## config.mk

```make
export PLATFORM = sky130hd
export DESIGN_NAME = bss_seq
export DESIGN_NICKNAME = d
export VERILOG_FILES = /design/src/rtl/bss_pkg.sv /design/src/rtl/bss_cond.sv /design/src/rtl/bss_target.sv /design/src/rtl/bss_seq.sv
export SDC_FILE = /design/constraint.sdc
export NUM_CORES = 1
export LEC_CHECK = 0
export BUFFER_PORTS_ARGS = -buffer_cell sky130_fd_sc_hd__buf_2
export CAP_MARGIN = 5
export CORE_UTILIZATION = 40
export CTS_CLUSTER_SIZE = 16
export DETAILED_ROUTE_END_ITERATION = 8
export GPL_TIMING_DRIVEN = 0
export PLACE_DENSITY = 0.62
export SLEW_MARGIN = 40
export SYNTH_ARGS = -nofsm -noshare
export SYNTH_HDL_FRONTEND = slang
export SYNTH_HIERARCHICAL = 1
export SYNTH_SLANG_ARGS = --single-unit
export TNS_END_PERCENT = 50
```

## constraint.sdc

```tcl
create_clock -name clk -period 3.7 [get_ports clk]
set_input_delay 0.74 -clock clk [delete_from_list [all_inputs] [get_ports clk]]
set_output_delay 0.74 -clock clk [all_outputs]
set_load 0.02 [all_outputs]
```

## src/rtl/bss_pkg.sv

```systemverilog
package bss_pkg;
  localparam int FLAG_N = 4;

  typedef enum logic [1:0] {
    GRP_SHORT = 2'd0,
    GRP_LBR   = 2'd1,
    GRP_LSKP  = 2'd2,
    GRP_NONE  = 2'd3
  } grp_e;

  function automatic grp_e classify(input logic [7:0] op);
    if (op[7:4] == 4'h3) return GRP_SHORT;
    if (op[7:4] == 4'hC) return op[2] ? GRP_LSKP : GRP_LBR;
    return GRP_NONE;
  endfunction
endpackage

```

## src/rtl/bss_cond.sv

```systemverilog
module bss_cond
  import bss_pkg::*;
(
  input  logic [2:0]        sel,
  input  logic [FLAG_N-1:0] ext_flag,
  input  logic              q_flag,
  input  logic              df_flag,
  input  logic              d_zero,
  output logic              hit
);
  localparam int SRC_N = 4 + FLAG_N;

  logic [SRC_N-1:0] src;

  assign src[0] = 1'b1;
  assign src[1] = q_flag;
  assign src[2] = d_zero;
  assign src[3] = df_flag;

  generate
    for (genvar i = 0; i < FLAG_N; i++) begin : g_ef
      assign src[4+i] = ext_flag[i];
    end
  endgenerate

  assign hit = src[sel];
endmodule

```

## src/rtl/bss_target.sv

```systemverilog
module bss_target
  import bss_pkg::*;
#(
  parameter int PC_W = 16
) (
  input  grp_e                grp,
  input  logic                inv,
  input  logic [1:0]          lo,
  input  logic                hit,
  input  logic                int_en,
  input  logic [PC_W-1:0]     cur_pc,
  input  logic [PC_W/2-1:0]   opnd_a,
  input  logic [PC_W/2-1:0]   opnd_b,
  output logic [PC_W-1:0]     nxt,
  output logic                fetch2,
  output logic                bad
);
  localparam int BYTE_W = PC_W / 2;

  logic [PC_W-1:0] pc_p1, pc_p2;
  logic            take, skip;

  assign pc_p1 = cur_pc + PC_W'(1);
  assign pc_p2 = cur_pc + PC_W'(2);
  assign take  = hit ^ inv;
  // Skips use the true form when bit 3 is set; a zero selector means
  // interrupt enable (bit 3 set) or a plain no-op (bit 3 clear).
  assign skip  = (lo == 2'd0) ? (inv & int_en) : (hit ^ ~inv);

  always_comb begin
    nxt    = pc_p1;
    fetch2 = 1'b0;
    bad    = 1'b0;
    unique case (grp)
      GRP_SHORT: nxt = take ? {cur_pc[PC_W-1:BYTE_W], opnd_a} : pc_p1;
      GRP_LBR: begin
        nxt    = take ? {opnd_a, opnd_b} : pc_p2;
        fetch2 = take;
      end
      GRP_LSKP: nxt = skip ? pc_p2 : cur_pc;
      default:  bad = 1'b1;
    endcase
  end
endmodule

```

## src/rtl/bss_seq.sv

```systemverilog
module bss_seq
  import bss_pkg::*;
#(
  parameter int PC_W = 16
) (
  input  logic                clk,
  input  logic                rst,
  input  logic                in_valid,
  input  logic [7:0]          opcode,
  input  logic [PC_W-1:0]     cur_pc,
  input  logic [PC_W/2-1:0]   opnd_a,
  input  logic [PC_W/2-1:0]   opnd_b,
  input  logic [FLAG_N-1:0]   ext_flag,
  input  logic                q_flag,
  input  logic                df_flag,
  input  logic                d_zero,
  input  logic                int_en,
  output logic                out_valid,
  output logic [PC_W-1:0]     next_pc,
  output logic                fetch_second,
  output logic                bad_op
);
  grp_e            grp;
  logic [2:0]      sel;
  logic            hit;
  logic [PC_W-1:0] nxt;
  logic            fetch2, bad;

  assign grp = classify(opcode);
  assign sel = (grp == GRP_SHORT) ? opcode[2:0] : {1'b0, opcode[1:0]};

  bss_cond cond_i (
    .sel      (sel),
    .ext_flag (ext_flag),
    .q_flag   (q_flag),
    .df_flag  (df_flag),
    .d_zero   (d_zero),
    .hit      (hit)
  );

  bss_target #(.PC_W(PC_W)) tgt_i (
    .grp    (grp),
    .inv    (opcode[3]),
    .lo     (opcode[1:0]),
    .hit    (hit),
    .int_en (int_en),
    .cur_pc (cur_pc),
    .opnd_a (opnd_a),
    .opnd_b (opnd_b),
    .nxt    (nxt),
    .fetch2 (fetch2),
    .bad    (bad)
  );

  always_ff @(posedge clk) begin
    if (rst) begin
      out_valid    <= 1'b0;
      next_pc      <= '0;
      fetch_second <= 1'b0;
      bad_op       <= 1'b0;
    end else begin
      out_valid <= in_valid;
      if (in_valid) begin
        next_pc      <= nxt;
        fetch_second <= fetch2;
        bad_op       <= bad;
      end
    end
  end
endmodule

```

==> results of run 1 <==
==> synthesized netlist by cell type, types with 3 or more instances <==
cell type / count / area [um^2]
a31oi_1: 5 / 31.3
nand3_1: 9 / 45.0
nand2_1: 39 / 146
nand4_1: 5 / 31.3
o21ai_1: 3 / 15.0
buf_2: 12 / 60.1
a211oi_1: 5 / 37.5
xnor2_1: 17 / 149
o21ai_0: 12 / 60.1
clkbuf_1: 7 / 26.3
mux2i_1: 20 / 200
inv_1: 6 / 22.5
o2111ai_1: 3 / 26.3
mux4_2: 3 / 67.6
o21bai_1: 4 / 30.0
o221ai_1: 3 / 26.3
nor2_1: 44 / 165
a21oi_1: 21 / 105
and4_1: 3 / 26.3
o211ai_1: 5 / 37.5
xor2_1: 9 / 78.8
dfxtp_1: 19 / 380
buf_4: 7 / 52.6
nor2b_1: 3 / 18.8
nand2b_1: 5 / 31.3
a32oi_1: 3 / 26.3
nor3_1: 10 / 50.1
and3_1: 6 / 37.5
==> flip-flops by register name, indices dropped and copies added (netlist names) <==
register,flops
bad_op,1
out_valid,1
next_pc,16
fetch_second,1
==> final timing paths <==
kind,start,to,slack (ps),depth (start not counted)
setup / recovery,opcode[6],next_pc[14],110,14
hold reg to reg,next_pc[5],next_pc[5],490,2
setup reg to reg,next_pc[3],next_pc[3],3100,2
hold / removal,next_pc[5],next_pc[5],490,2
==> worst reg2reg max path, cell delays in order (launching register included) <==
cell and delay [ps]:
dfxtp_1 320, mux2i_1 130, nor2_1 50
==> layer usage <==
metal  routed length, um  share of wire, %  global-route usage [%]  vias up
met5                   0                 0                       0        -
met4                 170               2.2                    6.07        0
met3                 545               6.9                    3.66       12
met2                3630                46                    40.9      125
met1                3550                45                    34.3     1260
li1                    -                 -                       -     1339
==> power breakdown <==
part	switching [mW]	leakage, nW	internal [mW]	total, mW
combinational	0.198	1.09	0.134	0.332
sequential	0.00683	0.157	0.220	0.227
clock	0.0749	0.0217	0.0759	0.151
==> cell type report <==
| type | count | area [um^2] | area share (%) |
|---|---|---|---|
| tap | 75 | 93.8 | 3.19 |
| sequential | 19 | 380 | 12.9 |
| timing repair buffer | 63 | 323 | 11.0 |
| clock buffer | 3 | 41.3 | 1.40 |
| multi-input combinational | 276 | 1880 | 64.0 |
| buffer | 30 | 191 | 6.51 |
| clock inverter | 1 | 7.51 | 0.255 |
| inverter | 6 | 22.5 | 0.765 |
==> through the flow <==
| stage | TNS (ps) | power, mW | worst slack [ps] | hold WS (ps) | utilization (%) |
|---|---|---|---|---|---|
| detailed placement | -4020 | 0.545 | -393 | 476 | 48.1 |
| global placement | -3910 | 0.544 | -401 | 469 | 48.1 |
| CTS | 0 | 0.697 | 63.3 | 496 | 49.0 |
| floorplan | 0 | 0.444 | 295 | 583 | - |
| global route | -33.2 | 0.755 | -18.0 | 528 | 50.0 |
| finish | 0 | 0.710 | 111 | 489 | 50.0 |
==> logic make-up after synthesis <==
family          Yosys count  synth area share (%)
simple gates            137                  29.0
compound gates           85                  24.1
buf+inv                  36                  8.58
xor+xnor                 26                  9.35
mux                      26                  12.4
flops                    19                  15.6
fa+ha+maj                 2                  1.03
==> timing repair <==
action | 4_1_cts | 5_1_grt
setup buffers | 0 | 3
pin swaps | 0 | 1
setup endpoints to repair | 8 | 12
resized for setup | 1 | 7
hold buffers | 0 | 0
==> metrics.md, run 1 <==
| Metric | Value |
|---|---|
| Status | `finished, final reports clean` |
| DP HPWL | `6.10 mm` |
| Static Leakage | `1.26 nW` |
| Critical Path End Type | `flop` |
| Initial DRC Count | `210` |
| Largest net degree at the start of global routing | `13` |
| Critical path class | `input pin to flop` |
| CP max-delay cell | `mux4_2` |
| CTS Buffer Depth | `2` |
| TritonCTS buffer count | `3` |
| Placed Instance Area | `2830 um^2` |
| Synth Flop Type | `dfxtp_1` |
| Fin crit share | `97.0%` |
| First-pass GRT wire length | `12.4 mm` |
| Total wire length | `7.90 mm` |
| Max Cap Viol | `0` |
| Worst VDD drop | `0.240 mV` |
| Wirelength per Cell | `16.7 um` |
| Final Skew | `0 ps` |
| Seq cells post-synth | `19` |
| Synth Instances | `331` |
| Synthesized area per cell | `7.36 um^2` |
| Die height | `80.0 um` |
| CTS tree | `yes` |
| Number of iterations in the first detailed-routing pass | `5` |
| RePlAce Congestion | `0.948` |
| Clock sink total | `19` |
| Grt ovf | `0` |
| Worst-margin pin slew | `559 ps` |
| Placed Cells | `466` |
| Clk root buf | `clkbuf_8` |
| Commonest cells after routing, fill and taps aside | `buf_2 (72), nor2_1 (44), nand2_1 (39)` |
| Post-Syn Area | `2440 um^2` |
| I/O pin count | `70` |
| Clk slew on worst S/H paths | `80 ps` |
| Buf/Inv on CP | `2` |
| H-tree levels | `1` |
| Initial antenna violation count | `0` |
| Die X | `80.0 um` |
| DRC Markers | `0` |
| Critical path's top delay family | `compound AO/OA/AOI/OAI gates` |
| Post-route ant nets | `0` |
| Number of I/O port buffers | `60` |
| Max stage delay on crit path | `590 ps` |
| Final setup violation count | `0` |
| Worst Hold Class | `flop to flop` |
| Initial Utilization | `41.4%` |
| Synthesized Nets | `384` |
| Overall Global Routing Usage | `25.0%` |
| Vias in the first global route | `2,539` |
| Post-synthesis sequential area ratio | `15.6%` |
| Die area | `6410 um^2` |
| Final nets | `452` |
| Core Footprint | `5890 um^2` |
| # diodes | `0` |
| Fill count | `618` |
| Critical Path, Cell by Cell | `buf_2, and4bb_2, and2_2, mux2_1, mux4_2, o21bai_1, o211ai_4, buf_4, o2111ai_1, a32oi_1, o21ai_1, o311a_1, mux2i_1, nor2_1` |
| Asr flop ratio synth | `0%` |
| WP data required | `3860 ps` |
| Post-synth EDFFs | `0` |
| Synth Warn # | `6` |
| Final instance area | `2940 um^2` |
| Distinct cells, synth | `62` |
| Critical Path AT | `3740 ps` |
| Most common cell after layout, fill and taps aside | `buf_2` |
| Vias | `2,736` |
| Layout Cells excl Fill | `473` |
| Slew margin rel. | `62.8%` |
| Cell Pwr Density | `241 nW/um^2` |
| Final slew viol count | `0` |
| Critical path startpoint category | `input pin` |
| Row count | `28` |
| Avg Vias per Cell | `5.78` |
| Fmax | `0.279 GHz` |
| Final Critical Period | `3590 ps` |
| P&R area growth vs syn | `20.8%` |
| Final hold vios | `0` |
| Share of layout cells above drive strength 1 | `27.9%` |
| CP max FO | `4` |
| Clock latency on the worst-skew pair | `260 ps` |
(Power assumes the default switching activity.)
==> run 2, diff against run 1 <==
--- a/config.mk
+++ b/config.mk
@@ -11,6 +11,7 @@
 export CTS_CLUSTER_SIZE = 16
 export DETAILED_ROUTE_END_ITERATION = 8
 export GPL_TIMING_DRIVEN = 0
+export MAX_ROUTING_LAYER = met4
 export PLACE_DENSITY = 0.62
 export SLEW_MARGIN = 40
 export SYNTH_ARGS = -nofsm -noshare
==> run 2 against run 1 <==
Clock power about the same. Sequential power about the same. Final area increased by 0.17%. Cell count decreased by 0.21%. Via count increased by 3.4%. Largest cell class unchanged.
==> metrics.md, run 2 (synthesized netlist as in run 1, its figures left out) <==
| Metric | Value |
|---|---|
| Overall Global Routing Usage | `25.9% (+0.86 points)` |
| Max reg flops | `16 (unchanged)` |
| Worst Hold Class | `flop to flop` |
| Number of I/O port buffers | `60 (unchanged)` |
| Final Critical Period | `3580 ps (-4.85 ps)` |
| H-tree levels | `1 (unchanged)` |
| Final instance area | `2950 um^2 (+0.17%)` |
| CP max FO | `5 (+1)` |
| Largest net degree at the start of global routing | `13 (unchanged)` |
| Critical path class | `input pin to flop` |
| Fill count | `646 (+4.5%)` |
| RSZ-0062 raised after global routing | `true` |
| Share of layout cells above drive strength 1 | `28.2% (+0.32 points)` |
| Status | `finished, final reports clean` |
| Final Skew | `0 ps (unchanged)` |
| Final nets | `451 (-0.22%)` |
| DP HPWL | `6.17 mm (+1.1%)` |
| Reg2Reg Depth | `2 (unchanged)` |
| Fmax | `0.279 GHz (+0.14%)` |
| Layout Cells excl Fill | `472 (-0.21%)` |
| Critical Path End Type | `flop` |
| Initial Utilization | `41.4% (unchanged)` |
| Die X | `80.0 um (unchanged)` |
| Clock latency on the worst-skew pair | `260 ps (about the same)` |
| WP data required | `3860 ps (about the same)` |
| Static Leakage | `1.26 nW (-0.34%)` |
| Die height | `80.0 um (unchanged)` |
| Critical Path AT | `3740 ps (about the same)` |
| P&R area growth vs syn | `21.0%` |
| Most common cell after layout, fill and taps aside | `buf_2` |
| TritonCTS buffer count | `3 (unchanged)` |
| DRC Markers | `0 (unchanged)` |
| Critical path startpoint category | `input pin` |
| Initial DRC Count | `228 (+8.6%)` |
| Vias | `2,830 (+3.4%)` |
| Clk root buf | `clkbuf_8` |
| Total wire length | `8.07 mm (+2.2%)` |
| Seq. cell area | `380 um^2 (unchanged)` |
| CTS tree | `yes` |
| CTS Buffer Depth | `2 (unchanged)` |
| Hold depth | `2 (unchanged)` |
| Wirelength per Cell | `17.1 um (+2.4%)` |
| Avg Vias per Cell | `6.00 (+3.7%)` |
| Number of iterations in the first detailed-routing pass | `5 (unchanged)` |
| Die area | `6410 um^2 (unchanged)` |
| Worst VDD drop | `0.180 mV (-25%)` |
| Initial antenna violation count | `0 (unchanged)` |
| Placed Cells | `466 (unchanged)` |
| Multi-input gate area | `1900 um^2 (+0.86%)` |
| Max Cap Viol | `0 (unchanged)` |
| Largest Register | `next_pc` |
| # diodes | `0 (unchanged)` |
| Worst-margin pin slew | `560 ps (+1.41 ps)` |
| Vias in the first global route | `2,409 (-5.1%)` |
| Slew margin rel. | `62.7% (-0.094 points)` |
| I/O pin count | `70 (unchanged)` |
| Placed Instance Area | `2830 um^2 (unchanged)` |
| Final slew viol count | `0 (unchanged)` |
| Final setup violation count | `0 (unchanged)` |
| Clock sink total | `19 (unchanged)` |
| Final hold vios | `0 (unchanged)` |
| Grt ovf | `0 (unchanged)` |
| Commonest cells after routing, fill and taps aside | `buf_2 (72), nor2_1 (44), nand2_1 (39)` |
| Core Footprint | `5890 um^2 (unchanged)` |
| Row count | `28 (unchanged)` |
| RePlAce Congestion | `0.965 (+1.8%)` |
| Cell Pwr Density | `242 nW/um^2 (+0.21%)` |
| Clk slew on worst S/H paths | `80 ps (about the same)` |
| First-pass GRT wire length | `12.4 mm (-0.11%)` |
| Post-route ant nets | `0 (unchanged)` |
| Power, Total | `712 uW (+0.38%)` |
| Fin crit share | `96.9% (-0.13 points)` |
[run 2: cell count changes in the layout (fill, tap and decap cells not counted), sizes merged]
cell and change:
buf -1
[run 2: report_power, final]
group | switching, mW | internal [mW] | total [mW]
Combinational | 0.200 | 0.133 | 0.333
Sequential | 0.00667 | 0.220 | 0.227
Clock | 0.0762 | 0.0760 | 0.152
Total | 0.283 | 0.429 | 0.712
[run 2: routing by layer]
metal | wire (um) | vias to the layer above | GRT usage (%)
met2 | 3720 | 145 | 41.0
li1 | - | 1336 | -
met1 | 3580 | 1337 | 34.6
met3 | 641 | 12 | 4.57
met4 | 133 | 0 | 5.00
met5 | 0 | - | -
[run 2: what timing repair did]
item                                    4_1_cts  5_1_grt
hold endpoints to repair                      0        0
pin swaps                                     0        1
cloned                                        0        0
resized for setup                             1        8
hold buffers                                  0        0
buffers inserted                              0        2
endpoints found under the setup margin        8       10
[run 2: per-stage QoR]
stage                     worst slack (ps)  util (%)  hold WS (ps)  TNS [ps]
after global placement                -399      48.1           469     -3900
after global routing                 -38.3      50.1           522     -58.5
after CTS                             38.8      49.0           497         0
after floorplan                        295         -           583         0
after detailed placement              -407      48.1           478     -4500
final                                  116      50.1           492         0
[run 2: final timing paths]
| check | slack (ps) | from | to |
|---|---|---|---|
| worst max-delay path | 120 | opcode[6] | next_pc[14] |
| worst min-delay path | 490 | next_pc[5] | next_pc[5] |
| worst max register to register | 3100 | next_pc[3] | next_pc[3] |
| worst min register to register | 490 | next_pc[5] | next_pc[5] |
[run 2: critical path: stages]
cell	delay [ps]
buf_2	100
and4bb_2	300
and2_1	210
mux2_1	340
mux4_2	590
o211ai_1	210
o211ai_4	160
buf_4	170
o31a_2	340
a32oi_1	160
o21ai_1	90
o311a_1	130
mux2i_1	140
nor2_1	50
[run 2: layout make-up]
type | instances | share of cell area, %
tap | 75 | 3.18
clock buffer | 3 | 1.40
timing repair buffer | 62 | 10.7
inverter | 6 | 0.764
clock inverter | 1 | 0.255
sequential | 19 | 12.9
multi-input combinational | 276 | 64.4
buffer | 30 | 6.37
==> run 3, diff against run 2 <==
--- a/config.mk
+++ b/config.mk
@@ -12,7 +12,7 @@
 export DETAILED_ROUTE_END_ITERATION = 8
 export GPL_TIMING_DRIVEN = 0
 export MAX_ROUTING_LAYER = met4
-export PLACE_DENSITY = 0.62
+export PLACE_DENSITY = 0.74
 export SLEW_MARGIN = 40
 export SYNTH_ARGS = -nofsm -noshare
 export SYNTH_HDL_FRONTEND = slang
==> run 3 against run 2 <==
Power decreased by 2.9%. First-iteration DRC count increased by 18%. Die area unchanged. Maximum frequency increased by 1.3%. Non-clock buffer count decreased by 2. Count of clock-buffer cells in the layout increased by 1. Combinational power decreased by 4%. Sequential cell count unchanged.
==> metrics.md, run 3 (synthesized netlist as in run 1, its figures left out) <==
| Metric | Value |
|---|---|
| Status | `finished, final reports clean` |
| Number of I/O port buffers | `60 (unchanged)` |
| CTS tree | `yes` |
| P&R area growth vs syn | `18.9%` |
| Placed Cells | `466 (unchanged)` |
| Post-route ant nets | `0 (unchanged)` |
| Final nets | `449 (-0.44%)` |
| RSZ-0062 raised after global routing | `true` |
| Clock sink total | `19 (unchanged)` |
| Slew margin rel. | `63.9% (+1.3 points)` |
| Reg2Reg Depth | `2 (unchanged)` |
| Initial Utilization | `41.4% (unchanged)` |
| Overall Global Routing Usage | `25.4% (-0.52 points)` |
| Most common cell after layout, fill and taps aside | `buf_2` |
| Commonest cells after routing, fill and taps aside | `buf_2 (72), nor2_1 (44), nand2_1 (39)` |
| DRC Markers | `0 (unchanged)` |
| Multi-input gate area | `1860 um^2 (-1.9%)` |
| WP data required | `3850 ps (about the same)` |
| Wirelength per Cell | `16.5 um (-3.7%)` |
| Die height | `80.0 um (unchanged)` |
| Cts-stage hold buffer count | `0 (unchanged)` |
| Critical path startpoint category | `input pin` |
| Largest Register | `next_pc` |
| Initial DRC Count | `269 (+18%)` |
| First-pass GRT wire length | `12.2 mm (-1.6%)` |
| Worst hold slack | `491 ps (-0.618 ps)` |
| Critical path class | `input pin to flop` |
| Final instance area | `2900 um^2 (-1.7%)` |
| Die X | `80.0 um (unchanged)` |
| Terminus of the critical flop-to-flop path | `next_pc[10]` |
| RePlAce Congestion | `0.957 (-0.85%)` |
| Crit path from | `opcode[6]` |
| Vias | `2,814 (-0.57%)` |
| Final hold vios | `0 (unchanged)` |
| Final Skew | `0 ps (unchanged)` |
| Critical Path End | `next_pc[11]` |
| # diodes | `0 (unchanged)` |
| Placed Instance Area | `2830 um^2 (unchanged)` |
| Seq. cell area | `380 um^2 (unchanged)` |
| Post-CTS setup buffers | `0 (unchanged)` |
| I/O pin count | `70 (unchanged)` |
| Max Cap Viol | `0 (unchanged)` |
| Share of layout cells above drive strength 1 | `26.6% (-1.6 points)` |
| H-tree levels | `1 (unchanged)` |
| Grt ovf | `0 (unchanged)` |
| Clk root buf | `clkbuf_8` |
| Number of iterations in the first detailed-routing pass | `5 (unchanged)` |
| Critical Path AT | `3690 ps (-50 ps)` |
| Clk slew on worst S/H paths | `70 ps (about the same)` |
| Fill count | `615 (-4.8%)` |
| Avg Vias per Cell | `5.99 (-0.14%)` |
| Die area | `6410 um^2 (unchanged)` |
| Max reg flops | `16 (unchanged)` |
| Cell Pwr Density | `239 nW/um^2 (-1.2%)` |
| Critical Path End Type | `flop` |
| CTS Buffer Depth | `2 (unchanged)` |
| Largest net degree at the start of global routing | `11 (-2)` |
| Final Critical Period | `3540 ps (-46.8 ps)` |
| Total wire length | `7.74 mm (-4.1%)` |
| Vias in the first global route | `2,533 (+5.1%)` |
| Final slew viol count | `0 (unchanged)` |
| Fin crit share | `95.6% (-1.3 points)` |
| Worst VDD drop | `0.197 mV (+9.6%)` |
| Row count | `28 (unchanged)` |
| Layout Cells excl Fill | `470 (-0.42%)` |
| Worst Hold Class | `flop to flop` |
| Static Leakage | `1.25 nW (-1.1%)` |
| Worst-margin pin slew | `541 ps (-19.4 ps)` |
| DP HPWL | `5.94 mm (-3.8%)` |
| Clock latency on the worst-skew pair | `260 ps (about the same)` |
| Fmax | `0.283 GHz (+1.3%)` |
| Initial antenna violation count | `0 (unchanged)` |
| TritonCTS buffer count | `3 (unchanged)` |
| Final setup violation count | `0 (unchanged)` |
| Core Footprint | `5890 um^2 (unchanged)` |
| R2r setup slk | `3070 ps (-30 ps)` |
| Power, Total | `692 uW (-2.9%)` |
| CP max FO | `9 (+4)` |
| Worst r2r src | `next_pc[10]` |
## run 3: how the worst min path moves through the flow
stage                            from           to  slack [ps]  cells after the start
after global routing       next_pc[1]   next_pc[1]         540                      2
final                      next_pc[0]   next_pc[0]         490                      2
after floorplan                bad_op       bad_op         580                      2
after global placement     next_pc[5]   next_pc[5]         470                      2
after CTS                  next_pc[8]   next_pc[8]         500                      2
after detailed placement  next_pc[15]  next_pc[15]         480                      2
## run 3: cell type report
class,count,share of cell area (%)
repair buffers,60,10.4
multi-input cells,276,64.3
flip-flops and latches,19,13.1
inverters,6,0.778
clock buffers,4,1.56
well taps,75,3.24
plain buffers,30,6.61
## run 3: what timing repair did
item | in CTS | in global routing
hold endpoints to repair | 0 | 0
resized for setup | 1 | 4
setup endpoints to repair | 3 | 6
## run 3: per-stage QoR
stage               TNS [ps]  utilization (%)  setup WS, ps
floorplan                  0                -           295
global placement       -2180             48.1          -263
detailed placement     -2760             48.1          -285
CTS                        0             49.0          85.8
global route           -64.3             49.2         -64.3
finish                     0             49.2           163
## run 3: report_power, final
group	switching, mW	internal, mW
Clock	0.0663	0.0767
Combinational	0.194	0.127
Sequential	0.00687	0.220
Total	0.268	0.424
## run 3: metal layers
layer,vias up,part of all wire [%],GRT usage [%]
li1,1335,-,-
met1,1298,41,32.2
met2,159,48,40.3
met3,22,8.0,3.31
met4,0,2.8,10.9
met5,-,0,-
## run 3: critical path: stages
cell	delay, ps
buf_2	100
and4bb_2	300
and2_1	210
mux2_2	350
mux4_2	530
o21bai_1	220
o211ai_4	300
a21o_1	250
a21oi_1	110
a31oi_1	160
a21bo_1	240
mux2i_1	130
nor2_1	50
